File: config.mk
export PLATFORM = sky130hd
export DESIGN_NAME = uart_os_rx
export DESIGN_NICKNAME = d
export VERILOG_FILES = /design/src/rtl/uart_os_rx_pkg.sv /design/src/rtl/uart_os_rx_sync.sv /design/src/rtl/uart_os_rx_sampler.sv /design/src/rtl/uart_os_rx_frame.sv /design/src/rtl/uart_os_rx.sv
export SDC_FILE = /design/constraint.sdc
export NUM_CORES = 1
export LEC_CHECK = 0
export ABC_AREA = 1
export ABC_CLOCK_PERIOD_IN_PS = 2009
export CAP_MARGIN = 30
export CORE_UTILIZATION = 45
export DETAILED_ROUTE_END_ITERATION = 8
export PLACE_DENSITY = 0.65
export SKIP_LAST_GASP = 1
export SLEW_MARGIN = 20
export SYNTH_ARGS = -nofsm -noshare
export SYNTH_HDL_FRONTEND = slang
export SYNTH_SLANG_ARGS = --single-unit
File: constraint.sdc
create_clock -name clk -period 2.01 [get_ports clk]
set_input_delay 0.3015 -clock clk [delete_from_list [all_inputs] [get_ports clk]]
set_output_delay 0.3015 -clock clk [all_outputs]
set_load 0.02 [all_outputs]
File: src/rtl/uart_os_rx_pkg.sv
// Shared types and helpers for the oversampled serial receiver.
package uart_os_rx_pkg;

    // Frame sequencing states.
    typedef enum logic [2:0] {
        ST_IDLE,
        ST_START,
        ST_DATA,
        ST_PARITY,
        ST_STOP
    } rx_state_t;

    // Two-out-of-three majority.
    function automatic logic maj3(input logic a, input logic b, input logic c);
        return (a & b) | (a & c) | (b & c);
    endfunction

endpackage

File: src/rtl/uart_os_rx_sync.sv
// Multi-stage synchronizer for the asynchronous line.
// Assumes the line idles high, so every stage resets to 1.
module uart_os_rx_sync #(
    parameter int STAGES = 2
) (
    input  logic clk,
    input  logic rst_n,
    input  logic din,
    output logic dout
);
    logic [STAGES-1:0] chain;

    // Shift the line through the flop chain.
    always_ff @(posedge clk) begin
        if (!rst_n) chain <= '1;
        else        chain <= {chain[STAGES-2:0], din};
    end

    assign dout = chain[STAGES-1];
endmodule

File: src/rtl/uart_os_rx_sampler.sv
// Counts sample ticks within a bit and produces one majority vote per bit.
// Assumes restart is raised only on a tick while run is low. The sample
// taken on that tick is numbered 1. The vote strobe is combinational and
// coincides with the tick of the third voting sample.
module uart_os_rx_sampler
    import uart_os_rx_pkg::*;
#(
    parameter int OS_NORMAL = 16,
    parameter int OS_DOUBLE = 8
) (
    input  logic clk,
    input  logic rst_n,
    input  logic tick,
    input  logic dbl,
    input  logic restart,
    input  logic run,
    input  logic line,
    output logic vote_stb,
    output logic vote_bit
);
    localparam int CW = $clog2(OS_NORMAL + 1);
    localparam logic [CW-1:0] LEN_N = CW'(OS_NORMAL);
    localparam logic [CW-1:0] LEN_D = CW'(OS_DOUBLE);
    localparam logic [CW-1:0] MID_N = CW'(OS_NORMAL / 2 + 1);
    localparam logic [CW-1:0] MID_D = CW'(OS_DOUBLE / 2 + 1);

    logic [CW-1:0] cnt, idx, len, mid;
    logic          s_a, s_b;

    // Select bit length and centre for the mode, and number the current sample.
    always_comb begin
        len = dbl ? LEN_D : LEN_N;
        mid = dbl ? MID_D : MID_N;
        idx = (cnt >= len) ? CW'(1) : cnt + CW'(1);
    end

    // Advance the sample count and capture the first two voting samples.
    always_ff @(posedge clk) begin
        if (!rst_n) begin
            cnt <= '0;
            s_a <= 1'b1;
            s_b <= 1'b1;
        end else if (tick) begin
            if (restart) begin
                cnt <= CW'(1);
            end else if (run) begin
                cnt <= idx;
                if (idx == mid - CW'(1)) s_a <= line;
                if (idx == mid)          s_b <= line;
            end
        end
    end

    assign vote_stb = tick && run && !restart && (idx == mid + CW'(1));
    assign vote_bit = maj3(s_a, s_b, line);

    // a vote is only ever taken on a sample tick.
    p_vote_on_tick_r3: assert property (@(posedge clk) disable iff (!rst_n)
        vote_stb |-> tick);

    // the sample count never runs past the longest bit.
    p_cnt_bound_r2: assert property (@(posedge clk) disable iff (!rst_n)
        cnt <= LEN_N);
endmodule

File: src/rtl/uart_os_rx_frame.sv
// Frame sequencer: detects the start edge, checks the start bit, assembles
// data LSB first, checks parity and stop, and presents the result.
// Assumes the configuration inputs stay static during a frame.
module uart_os_rx_frame
    import uart_os_rx_pkg::*;
#(
    parameter int MAX_BITS = 9,
    parameter int MIN_BITS = 5,
    localparam int IW = $clog2(MAX_BITS + 1)
) (
    input  logic                clk,
    input  logic                rst_n,
    input  logic                tick,
    input  logic                line,
    input  logic [IW-1:0]       char_bits,
    input  logic                parity_en,
    input  logic                parity_odd,
    input  logic                vote_stb,
    input  logic                vote_bit,
    output logic                restart,
    output logic                run,
    output logic [MAX_BITS-1:0] rx_data,
    output logic                rx_valid,
    output logic                frame_err,
    output logic                parity_err
);
    localparam logic [IW-1:0] MINB = IW'(MIN_BITS);
    localparam logic [IW-1:0] MAXB = IW'(MAX_BITS);

    rx_state_t           state;
    logic [IW-1:0]       bit_idx, nbits;
    logic [MAX_BITS-1:0] shreg;
    logic                pbit, line_prev;

    // Clamp the configured length into the supported range.
    always_comb begin
        if (char_bits < MINB)      nbits = MINB;
        else if (char_bits > MAXB) nbits = MAXB;
        else                       nbits = char_bits;
    end

    assign restart = (state == ST_IDLE) && tick && line_prev && !line;
    assign run     = (state != ST_IDLE);

    // Frame sequencing and result registers.
    always_ff @(posedge clk) begin
        if (!rst_n) begin
            state      <= ST_IDLE;
            bit_idx    <= '0;
            shreg      <= '0;
            pbit       <= 1'b0;
            line_prev  <= 1'b0;
            rx_data    <= '0;
            rx_valid   <= 1'b0;
            frame_err  <= 1'b0;
            parity_err <= 1'b0;
        end else begin
            rx_valid <= 1'b0;
            unique case (state)
                ST_IDLE: begin
                    if (tick) line_prev <= line;
                    if (restart) begin
                        state      <= ST_START;
                        frame_err  <= 1'b0;
                        parity_err <= 1'b0;
                    end
                end
                ST_START: begin
                    if (vote_stb) begin
                        if (!vote_bit) begin
                            state   <= ST_DATA;
                            bit_idx <= '0;
                            shreg   <= '0;
                        end else begin
                            state     <= ST_IDLE;
                            line_prev <= line;
                        end
                    end
                end
                ST_DATA: begin
                    if (vote_stb) begin
                        shreg[bit_idx] <= vote_bit;
                        if (bit_idx == nbits - IW'(1))
                            state <= parity_en ? ST_PARITY : ST_STOP;
                        else
                            bit_idx <= bit_idx + IW'(1);
                    end
                end
                ST_PARITY: begin
                    if (vote_stb) begin
                        pbit  <= vote_bit;
                        state <= ST_STOP;
                    end
                end
                ST_STOP: begin
                    if (vote_stb) begin
                        rx_data    <= shreg;
                        rx_valid   <= 1'b1;
                        frame_err  <= !vote_bit;
                        parity_err <= parity_en && ((^shreg) ^ pbit ^ parity_odd);
                        state      <= ST_IDLE;
                        line_prev  <= line;
                    end
                end
                default: state <= ST_IDLE;
            endcase
        end
    end

    // the strobe never lasts longer than one clock.
    p_valid_one_cycle_r8: assert property (@(posedge clk) disable iff (!rst_n)
        rx_valid |=> !rx_valid);

    // both flags are clear once a new frame has been entered.
    p_flags_clear_r8: assert property (@(posedge clk) disable iff (!rst_n)
        (state == ST_START && $past(state) == ST_IDLE) |-> (!frame_err && !parity_err));

    // a strobe only follows the stop-bit state.
    p_valid_after_stop_r7: assert property (@(posedge clk) disable iff (!rst_n)
        rx_valid |-> $past(state) == ST_STOP);

    // a start bit voted high returns to idle with no strobe.
    p_start_reject_r4: assert property (@(posedge clk) disable iff (!rst_n)
        (state == ST_START && vote_stb && vote_bit) |=> (state == ST_IDLE && !rx_valid));
endmodule

File: src/rtl/uart_os_rx.sv
// Top of the oversampled serial receiver: synchronizer, tick-domain
// sampler with majority vote, and frame sequencer.
// Assumes sample_tick is a single-cycle pulse at 16x or 8x the bit rate.
module uart_os_rx
    import uart_os_rx_pkg::*;
#(
    parameter int MAX_BITS  = 9,
    parameter int OS_NORMAL = 16,
    parameter int OS_DOUBLE = 8,
    parameter int SYNC_FF   = 2
) (
    input  logic                              clk,
    input  logic                              rst_n,
    input  logic                              sample_tick,
    input  logic                              rxd,
    input  logic                              dbl_speed,
    input  logic [$clog2(MAX_BITS+1)-1:0]     char_bits,
    input  logic                              parity_en,
    input  logic                              parity_odd,
    output logic [MAX_BITS-1:0]               rx_data,
    output logic                              rx_valid,
    output logic                              frame_err,
    output logic                              parity_err
);
    logic line_s, vote_stb, vote_bit, restart, run;

    uart_os_rx_sync #(.STAGES(SYNC_FF)) sync_i (
        .clk  (clk),
        .rst_n(rst_n),
        .din  (rxd),
        .dout (line_s)
    );

    uart_os_rx_sampler #(.OS_NORMAL(OS_NORMAL), .OS_DOUBLE(OS_DOUBLE)) smp_i (
        .clk     (clk),
        .rst_n   (rst_n),
        .tick    (sample_tick),
        .dbl     (dbl_speed),
        .restart (restart),
        .run     (run),
        .line    (line_s),
        .vote_stb(vote_stb),
        .vote_bit(vote_bit)
    );

    uart_os_rx_frame #(.MAX_BITS(MAX_BITS)) frm_i (
        .clk       (clk),
        .rst_n     (rst_n),
        .tick      (sample_tick),
        .line      (line_s),
        .char_bits (char_bits),
        .parity_en (parity_en),
        .parity_odd(parity_odd),
        .vote_stb  (vote_stb),
        .vote_bit  (vote_bit),
        .restart   (restart),
        .run       (run),
        .rx_data   (rx_data),
        .rx_valid  (rx_valid),
        .frame_err (frame_err),
        .parity_err(parity_err)
    );
endmodule

==> run_results.csv, run 1 <==
group,metric,value,unit
sta,hold_viol,0,
pwr,p_int,0.00147,W
floorplan,die_y,73.6,um
cts,clk_latency,0.29,ns
pwr,clockPowerShare,0.230,
pwr,irDropWorstVdd,0.380,mV
layout,regArea,786,sq um
global_route,grt_overflow,0,
logic_synthesis,yosysMostFrequentCell,"nand2_1",
logic_synthesis,synth_seq_area_share,0.338,
hold_path,min_from,"sync_i.chain[0]$_SDFF_PN1_",
cts,path_clk_slew,0.07,ns
placement,globalplace.congestion,0.845,
logic_synthesis,synth-edff-count,0,
critical_path,reg2reg_slack,0.06,ns
critical_path,cp_common_cell,"nand2_2",
logic_synthesis,yosysWarnings,0,
cts,cts.sinks,39,
floorplan,die_area,0.00542,sq mm
cts,cts_hold_buf,0,
drt,viasPerCell,5.00,
drt,routedWlPerCell,11.7,um
critical_path,path_cells,"ha_4, buf_6, nand4_4, nand4_1, nand2_2, nor2_4, nand2_4, nor3_4, clkbuf_16, nand2_2, a21oi_1",
drt,first_iter_violations,65,
floorplan,num_io_pins,23,
sta,final-setup-viol-count,0,
cts,cts_buffers,5,
global_route,grt_max_degree,16,
cts,cts_tree,"done",
hold_path,hold_class,"flop to flop",
logic_synthesis,synth_fp_nets,366,
pwr,power_leakage,1.22,nW
logic_synthesis,syn_avg_cell_area,6.68,sq um
sta,slew-limit-headroom,0.720,
run_status,status,"completed",
critical_path,crit_family,"simple AND/OR/NAND/NOR gates",
sta,worst_pin_slew,0.418,ns
critical_path,reg2regPathDepth,11,
critical_path,crit_path_start_kind,"flop",
flow_run,cap_viol_max_count,0,
layout,diodes,0,
logic_synthesis,syn_inst,346,
critical_path,critPathBufInv,2,
pwr,p_per_area,771,mW/mm^2
sta,rsz0062_at_grt,"true",
pwr,p_total,0.00234,W
logic_synthesis,synth_top_cell_by_area,"dfxtp_1",
placement,place.port_buffers,22,
layout,num-fill-cells,464,
critical_path,worstPathRequired,2.23,ns
layout,syn2layout_area_growth,31.2,%
sta,min_period,1.95,ns
hold_path,whs_path_depth,1,
critical_path,crit_fanout,8,
critical_path,r2r-end,"frm_i.shreg[3]$_SDFFE_PN0P_",
global_route,grt_usage,0.213,
drt,drt-total-wl,5.45,mm
sta,holdWs,0.427,ns
layout,multi_input_area,0.00142,sq mm
critical_path,crit_type,"flop to flop",
floorplan,core,0.00482,sq mm
cts,cts_buffer_depth,2,
logic_synthesis,async_reset_ff_frac,0,
critical_path,slowest_delay,0.34,ns
drt,antenna_left,0,
floorplan,fp.dieW,73.6,um
layout,drive_gt1_frac,0.226,
critical_path,end_kind,"flop",
sta,fin_crit_sh,0.970,
sta,fin_ws,0.0602,ns
placement,pre_cts_ws,-0.495,ns
pwr,comb_power_share,0.396,
pwr,swShare,0.370,
global_route,grt_pass1_wl,8.87,mm
drt,drc,0,
logic_synthesis,syn-cell-area,0.00231,sq mm
hold_path,hold_end,"sync_i.chain[1]$_SDFF_PN1_",
critical_path,critPathSlowestCell,"dfxtp_2",
global_route,grt_pass1_vias,2062,
pwr,p_seq_frac,0.374,
layout,nNetsFinal,418,
logic_synthesis,netlist.area_leader.share,0.338,
logic_synthesis,synthTopCellsByArea,"dfxtp_1 (34%), nand2_1 (14%), a21oi_1 (8.0%), inv_1 (6.3%), nand3_1 (5.9%)",
logic_synthesis,ys_types,30,
drt,first_pass_iters,4,
global_route,antenna_found_initial,0,
logic_synthesis,synth-seq-cells,39,
logic_synthesis,netlist_top_cells_count,"nand2_1 (85), dfxtp_1 (39), inv_1 (39), a21oi_1 (37), nor2_1 (32)",
pwr,p_sw,0.000865,W
floorplan,rows,25,
cts,h-tree-depth,2,
floorplan,initial_utilization,0.479,
critical_path,r2r-start,"smp_i.cnt[4]$_SDFFE_PN0P_",
sta,finClkSkew,0.00342,ns
placement,dp_hpwl,3.93,mm
sta,fin_setup_tns,0,ns
drt,dr_total_vias,2326,
sta,drv_slew,0,
logic_synthesis,synth_ff_type,"dfxtp_1",
critical_path,worstPathArrival,2.17,ns
cts,cts_root_buffer,"clkbuf_8",
sta,max_freq,0.513,GHz
## routing by layer
layer,GRT usage,part of all wire,up-vias
met2,0.349,0.48,40
met1,0.279,0.47,1062
li1,-,-,1218
met3,0.0521,0.037,6
met4,0.0577,0.013,0
met5,0,0,-
## flip-flops by register name (all words and copies together) (netlist names)
name and flops:
frm_i.pbit 1, frm_i.frame_err 1, sync_i.chain 2, smp_i.s_b 1
frm_i.parity_err 1, frm_i.bit_idx 4, frm_i.line_prev 1, frm_i.rx_valid 1
smp_i.cnt 5, frm_i.shreg 9, frm_i.rx_data 9, smp_i.s_a 1
frm_i.state 3
## through the flow
stage | cell area [sq um] | util | cells
2_1_floorplan | 2310 | - | 346
3_3_place_gp | 2790 | 0.579 | 454
3_5_place_dp | 2790 | 0.579 | 454
4_1_cts | 2900 | 0.602 | 461
5_1_grt | 3030 | 0.629 | 465
6_report | 3030 | 0.629 | 465
## how the worst max path moves through the flow
| stage | from | to | slack (ns) | depth (start not counted) |
|---|---|---|---|---|
| after floorplan | dbl_speed | frm_i.shreg[8]$_SDFFE_PN0P_ | 0.16 | 11 |
| after global placement | dbl_speed | frm_i.shreg[1]$_SDFFE_PN0P_ | -0.45 | 12 |
| after detailed placement | dbl_speed | frm_i.shreg[2]$_SDFFE_PN0P_ | -0.50 | 12 |
| after CTS | smp_i.cnt[4]$_SDFFE_PN0P_ | frm_i.shreg[0]$_SDFFE_PN0P_ | 0.01 | 12 |
| after global routing | smp_i.cnt[4]$_SDFFE_PN0P_ | frm_i.shreg[4]$_SDFFE_PN0P_ | -0.03 | 11 |
| final | smp_i.cnt[4]$_SDFFE_PN0P_ | frm_i.shreg[3]$_SDFFE_PN0P_ | 0.06 | 11 |
## cells in the final DEF, fill, tap and decap left out, types with 2 or more instances in the layout
master	count
a21oi_1	30
a21oi_2	7
buf_4	27
clkbuf_8	6
clkdlybuf4s50_1	18
dfxtp_1	35
dfxtp_2	4
dlygate4sd2_1	3
ha_1	5
ha_2	2
ha_4	2
inv_1	38
inv_2	9
nand2_1	79
nand2_2	7
nand2_4	2
nand3_1	26
nand4_1	6
nor2_1	31
nor2_2	5
nor2_4	5
nor3_1	4
o21ai_0	14
o21ai_1	2
o21ai_2	3
or2_2	2
xnor2_1	6
xor2_1	4
## what timing repair did
item,in CTS,in global routing
hold endpoints to repair,0,0
pin swaps,7,21
endpoints found under the setup margin,29,25
setup buffers,0,2
resized for setup,12,26
cloned,0,2
## power by group through the flow
stage               logic (W)  clock network (W)  registers (W)
global placement     0.000850                  0       0.000888
CTS                  0.000879           0.000550       0.000868
detailed placement   0.000859                  0       0.000886
finish               0.000924           0.000538       0.000874
floorplan            0.000546                  0       0.000887
global route          0.00102           0.000581       0.000882
## final cells by class
cell class              instances  area share
clock inverters                 1     0.00165
well taps                      67      0.0277
clock buffers                   6      0.0273
repair buffers                 52       0.155
inverters                      48      0.0595
flip-flops and latches         39       0.259
multi-input cells             252       0.469
## cell families after synthesis
logic type,share of synthesized area
AO/OA/AOI/OAI,0.142
XOR/XNOR,0.0417
adder cells (fa/ha/maj),0.0488
buffers and inverters,0.0943
flip-flops,0.338
AND/OR/NAND/NOR,0.335
Power figures use the tool's default switching activity.
==> inputs of run 2 (changes only) <==
Settings changed: ABC_CLOCK_PERIOD_IN_PS 2009 to 1700, GPL_TIMING_DRIVEN set to 0, PLACE_DENSITY 0.65 to 0.68.
Clock period 2.01 ns to 1.7 ns, I/O delays scaled along.
==> run_results.csv, run 2 (synthesis gave the netlist of run 1 again) <==
group,metric,value,unit
layout,diodes,0,
critical_path,crit_type,"flop to flop",
critical_path,crit_fanout,9,
critical_path,critPathSlowestCell,"dfxtp_4",
layout,top_regs,"frm_i.rx_data: 9 flops, frm_i.shreg: 9 flops, smp_i.cnt: 5 flops",
placement,globalplace.congestion,0.883,
sta,fin_setup_tns,-3.72,ns
sta,min_period,1.89,ns
critical_path,slowest_delay,0.36,ns
placement,place.port_buffers,22,
cts,path_clk_slew,0.08,ns
cts,cts_buffer_depth,2,
hold_path,hold_class,"flop to flop",
pwr,p_int,0.00202,W
pwr,p_per_area,1000,mW/mm^2
critical_path,reg2regPathDepth,11,
drt,first_iter_violations,122,
critical_path,reg2reg_slack,-0.19,ns
critical_path,worstPathRequired,1.93,ns
cts,clk_latency,0.30,ns
critical_path,r2r-start,"smp_i.cnt[4]$_SDFFE_PN0P_",
flow_run,cap_viol_max_count,0,
sta,slew-limit-headroom,0.602,
global_route,grt_usage,0.237,
run_status,violations,"setup timing",
global_route,grt_pass1_wl,9.73,mm
hold_path,whs_path_depth,1,
drt,drc,0,
drt,first_pass_iters,5,
drt,drt-total-wl,6.06,mm
floorplan,fp.dieW,73.6,um
drt,viasPerCell,5.07,
global_route,antenna_found_initial,0,
drt,routedWlPerCell,13.2,um
critical_path,path_cells,"ha_4, a21oi_4, nand2_4, inv_2, o21ai_2, nor2_4, nand2_8, nor3_4, buf_12, nand2_1, a21oi_1",
pwr,swShare,0.366,
floorplan,num_io_pins,23,
layout,layout_common_cells,"nand2_1 (80), inv_1 (36), dfxtp_1 (34)",
critical_path,crit_path_start_kind,"flop",
pwr,p_seq_frac,0.331,
pwr,comb_power_share,0.375,
sta,max_freq,0.528,GHz
pwr,p_sw,0.00116,W
sta,fin_crit_sh,1.11,
floorplan,initial_utilization,0.479,
layout,nNetsFinal,412,
pwr,clockPowerShare,0.294,
layout,final_common_cell,"nand2_1",
layout,syn2layout_area_growth,37.3,%
sta,finClkSkew,0.00327,ns
critical_path,worstPathArrival,2.12,ns
pwr,power_leakage,1.19,nW
sta,final-setup-viol-count,30,
critical_path,critPathBufInv,2,
sta,worst_pin_slew,0.597,ns
drt,antenna_left,0,
layout,drive_gt1_frac,0.260,
floorplan,die_y,73.6,um
floorplan,die_area,0.00542,sq mm
drt,dr_total_vias,2332,
sta,hold_viol,0,
global_route,grt_overflow,0,
sta,rsz0062_at_grt,"true",
sta,drv_slew,0,
critical_path,end_kind,"flop",
cts,cts_buffers,5,
cts,h-tree-depth,2,
placement,pre_cts_ws,-0.899,ns
cts,cts.sinks,39,
layout,fin_util,0.658,
cts,cts_root_buffer,"clkbuf_8",
hold_path,hold_end,"sync_i.chain[1]$_SDFF_PN1_",
run_status,status,"finished, violations left",
hold_path,min_from,"sync_i.chain[0]$_SDFF_PN1_",
layout,num-fill-cells,455,
floorplan,rows,25,
critical_path,worstSetupStartpoint,"smp_i.cnt[4]$_SDFFE_PN0P_",
floorplan,core,0.00482,sq mm
global_route,grt_pass1_vias,2154,
cts,cts_tree,"done",
pwr,irDropWorstVdd,0.483,mV
sta,fin_ws,-0.194,ns
critical_path,r2r-end,"frm_i.shreg[6]$_SDFFE_PN0P_",
global_route,grt_max_degree,13,
placement,dp_hpwl,4.03,mm
critical_path,crit_family,"simple AND/OR/NAND/NOR gates",
[run 2: per-layer routing]
metal,share of wire,GRT usage,up-vias
li1,-,-,1212
met2,0.51,0.417,59
met3,0.043,0.0398,16
met5,0,0,-
met4,0.024,0.103,0
met1,0.43,0.283,1045
[run 2: per-stage QoR]
| step | cell area, sq um | cells | total power [W] | hold WS [ns] |
|---|---|---|---|---|
| finish | 3170 | 460 | 0.00318 | 0.417 |
| global route | 3170 | 460 | 0.00334 | 0.434 |
| CTS | 3030 | 454 | 0.00301 | 0.421 |
| detailed placement | 2660 | 435 | 0.00194 | 0.407 |
| global placement | 2660 | 435 | 0.00192 | 0.399 |
| floorplan | 2350 | 346 | 0.00173 | 0.362 |
[run 2: timing repair]
action	CTS	global route
pin swaps	18	14
buffers inserted	10	5
gates cloned	1	1
hold buffers	0	0
resized for setup	39	39
endpoints found under the setup margin	32	32
[run 2: cell type report]
| cell class | instances | area (sq um) | area share |
|---|---|---|---|
| Multi-Input combinational cell | 252 | 1580 | 0.498 |
| Sequential cell | 39 | 795 | 0.251 |
| Timing Repair Buffer | 38 | 350 | 0.110 |
| Inverter | 48 | 188 | 0.0592 |
| Tap cell | 67 | 83.8 | 0.0264 |
| Clock buffer | 6 | 72.6 | 0.0229 |
| Clock inverter | 2 | 60.1 | 0.0189 |
| Buffer | 8 | 42.5 | 0.0134 |
[run 2: worst max path at each step]
stage,end,slack [ns],depth (start not counted)
final,frm_i.shreg[6]$_SDFFE_PN0P_,-0.19,11
after global routing,frm_i.shreg[5]$_SDFFE_PN0P_,-0.31,11
after CTS,frm_i.state[1]$_SDFFE_PN0P_,-0.13,11
after detailed placement,frm_i.shreg[6]$_SDFFE_PN0P_,-0.90,11
after global placement,frm_i.shreg[8]$_SDFFE_PN0P_,-0.83,11
after floorplan,frm_i.shreg[0]$_SDFFE_PN0P_,-0.04,12
[run 2: worst reg2reg max path: cells and delay by family, from the launching register on]
kind	cells	cell delay, ns
AOI/OAI and AO/OA	3	0.37
adders and majority gates	1	0.24
buffers and inverters	2	0.22
DFF	1	0.36
and+or+nand+nor	5	0.62
[run 2: power by group through the flow]
stage	Combinational, W	Sequential, W	Clock (W)
final	0.00119	0.00105	0.000936
after CTS	0.00103	0.00104	0.000945
after global placement	0.000857	0.00106	0
after global routing	0.00130	0.00106	0.000977
after floorplan	0.000672	0.00106	0
after detailed placement	0.000881	0.00106	0
==> inputs of run 3 (changes only) <==
Settings changed: CORE_MARGIN set to 2, HOLD_SLACK_MARGIN set to 0.03.
==> run_results.csv, run 3 (synthesis gave the netlist of run 1 again) <==
group,metric,value,unit
cts,cts_buffers,5,
sta,max_freq,0.530,GHz
sta,hold_viol,0,
hold_path,hold_end,"sync_i.chain[1]$_SDFF_PN1_",
cts,cts_buffer_depth,2,
drt,drc,0,
drt,antenna_left,0,
global_route,antenna_found_initial,0,
sta,worst_pin_slew,0.638,ns
placement,place.port_buffers,22,
layout,nNetsFinal,414,
critical_path,end_kind,"flop",
floorplan,die_area,0.00572,sq mm
sta,drv_slew,0,
global_route,grt_pass1_vias,2014,
cts,path_clk_slew,0.08,ns
drt,drt-total-wl,5.53,mm
global_route,grt_overflow,0,
floorplan,initial_utilization,0.458,
floorplan,num_io_pins,23,
critical_path,worstPathRequired,1.87,ns
sta,slew-limit-headroom,0.574,
critical_path,path_cells,"dlygate4sd2_1, ha_4, a21oi_4, nand2_4, inv_2, o21ai_2, nor2_4, nand2_8, nor2_2, o21ai_0, nand2_1, a21oi_1",
drt,first_iter_violations,72,
global_route,grt_pass1_wl,8.88,mm
layout,top_regs,"frm_i.rx_data: 9 flops, frm_i.shreg: 9 flops, smp_i.cnt: 5 flops",
cts,cts_root_buffer,"clkbuf_8",
critical_path,crit_family,"simple AND/OR/NAND/NOR gates",
critical_path,r2r-start,"smp_i.cnt[4]$_SDFFE_PN0P_",
placement,place_area,0.00266,sq mm
sta,finClkSkew,0.00796,ns
critical_path,reg2reg_slack,-0.19,ns
sta,final-setup-viol-count,30,
hold_path,hold_class,"flop to flop",
critical_path,slowest_delay,0.35,ns
sta,fin_crit_sh,1.11,
layout,layout.cells.non_filler,465,
layout,final_area,0.00315,sq mm
hold_path,min_from,"sync_i.chain[0]$_SDFF_PN1_",
floorplan,rows,26,
layout,num-fill-cells,449,
sta,min_period,1.89,ns
critical_path,crit_path_start_kind,"input port",
global_route,grt_usage,0.206,
global_route,grt_max_degree,14,
critical_path,worstPathArrival,2.06,ns
critical_path,critPathBufInv,2,
placement,pre_cts_ws,-0.872,ns
layout,syn2layout_area_growth,36.2,%
floorplan,die_y,75.6,um
pwr,p_total,0.00294,W
layout,drive_gt1_frac,0.258,
cts,h-tree-depth,2,
drt,first_pass_iters,4,
critical_path,critPathSlowestCell,"dlygate4sd2_1",
critical_path,crit_fanout,8,
drt,viasPerCell,4.92,
critical_path,reg2regPathDepth,11,
cts,cts.sinks,39,
layout,diodes,0,
cts,clk_latency,0.30,ns
floorplan,fp.dieW,75.6,um
placement,dpl.cell_count,438,
pwr,power_leakage,1.19,nW
placement,dp_hpwl,3.72,mm
run_status,violations,"setup timing",
hold_path,whs_path_depth,1,
run_status,status,"finished, violations left",
layout,layout_common_cells,"nand2_1 (82), inv_1 (36), dfxtp_1 (34)",
pwr,irDropWorstVdd,0.455,mV
sta,fin_ws,-0.188,ns
cts,cts_hold_buf,0,
flow_run,cap_viol_max_count,0,
critical_path,crit_type,"input port to flop",
drt,routedWlPerCell,11.9,um
drt,dr_total_vias,2290,
critical_path,r2r-end,"frm_i.shreg[5]$_SDFFE_PN0P_",
sta,holdWs,0.415,ns
pwr,p_per_area,936,mW/mm^2
sta,rsz0062_at_grt,"true",
layout,final_common_cell,"nand2_1",
cts,cts_tree,"done",
floorplan,core,0.00504,sq mm
placement,globalplace.congestion,0.861,
==> run 3: changes by cell type in the layout (fill, tap and decap cells not counted), moves of 2 or more <==
cell,before,now
o21ai_1,5,1
nor2_1,26,28
buf_4,13,17
nand2_1,80,82
buf_6,4,2
clkbuf_2,4,2
nand3_1,17,15
ha_4,4,2
nand3_2,10,12
o21ai_0,9,13
==> run 3: layer usage <==
layer  track usage  vias to the layer above  part of all wire
met1         0.258                     1037              0.45
met5             0                        -                 0
met3        0.0410                        6             0.039
li1              -                     1212                 -
met2         0.350                       35              0.50
met4        0.0760                        0             0.010
==> run 3: worst max path at each step <==
stage	start	end	slack (ns)	cells after the start
4_1_cts	smp_i.cnt[3]$_SDFFE_PN0P_	frm_i.shreg[1]$_SDFFE_PN0P_	-0.14	11
2_1_floorplan	smp_i.cnt[3]$_SDFFE_PN0P_	frm_i.shreg[0]$_SDFFE_PN0P_	-0.04	12
6_report	dbl_speed	frm_i.shreg[5]$_SDFFE_PN0P_	-0.19	12
5_1_grt	smp_i.cnt[4]$_SDFFE_PN0P_	frm_i.shreg[0]$_SDFFE_PN0P_	-0.33	11
3_3_place_gp	dbl_speed	frm_i.shreg[6]$_SDFFE_PN0P_	-0.82	11
3_5_place_dp	dbl_speed	frm_i.shreg[1]$_SDFFE_PN0P_	-0.87	11
==> run 3: area by class of cell <==
type	instances	area, sq um	share of cell area
Clock buffer	5	68.8	0.0219
Inverter	48	188	0.0597
Multi-Input combinational cell	252	1560	0.495
Timing Repair Buffer	40	365	0.116
Buffer	8	42.5	0.0135
Clock inverter	3	43.8	0.0139
Tap cell	70	87.6	0.0278
Sequential cell	39	792	0.252
==> run 3: timing repair <==
| action | in CTS | in global routing |
|---|---|---|
| setup buffers | 13 | 4 |
| cloned | 2 | 0 |
| gates resized for setup | 41 | 23 |
| pin swaps | 21 | 12 |
| setup endpoints to repair | 32 | 32 |
==> run 3: worst reg2reg max path, stage by stage, from the launching register on <==
cell     delay [ns]
dfxtp_2        0.34
ha_4           0.23
a21oi_4        0.19
nand2_4        0.10
inv_2          0.07
o21ai_2        0.06
nor2_4         0.18
nand2_8        0.13
nor2_2         0.20
o21ai_0        0.12
nand2_1        0.07
a21oi_1        0.06
==> run 3: report_power, final <==
group          internal, W  switching [W]  total (W)
Sequential        0.000982      0.0000657    0.00105
Combinational     0.000408       0.000697    0.00111
Clock             0.000437       0.000354   0.000791
==> run 3: through the flow <==
step,utilization,TNS [ns]
6_report,0.624,-3.86
5_1_grt,0.624,-7.73
4_1_cts,0.602,-2.64
3_5_place_dp,0.528,-25.36
3_3_place_gp,0.528,-24.08
2_1_floorplan,-,-0.392
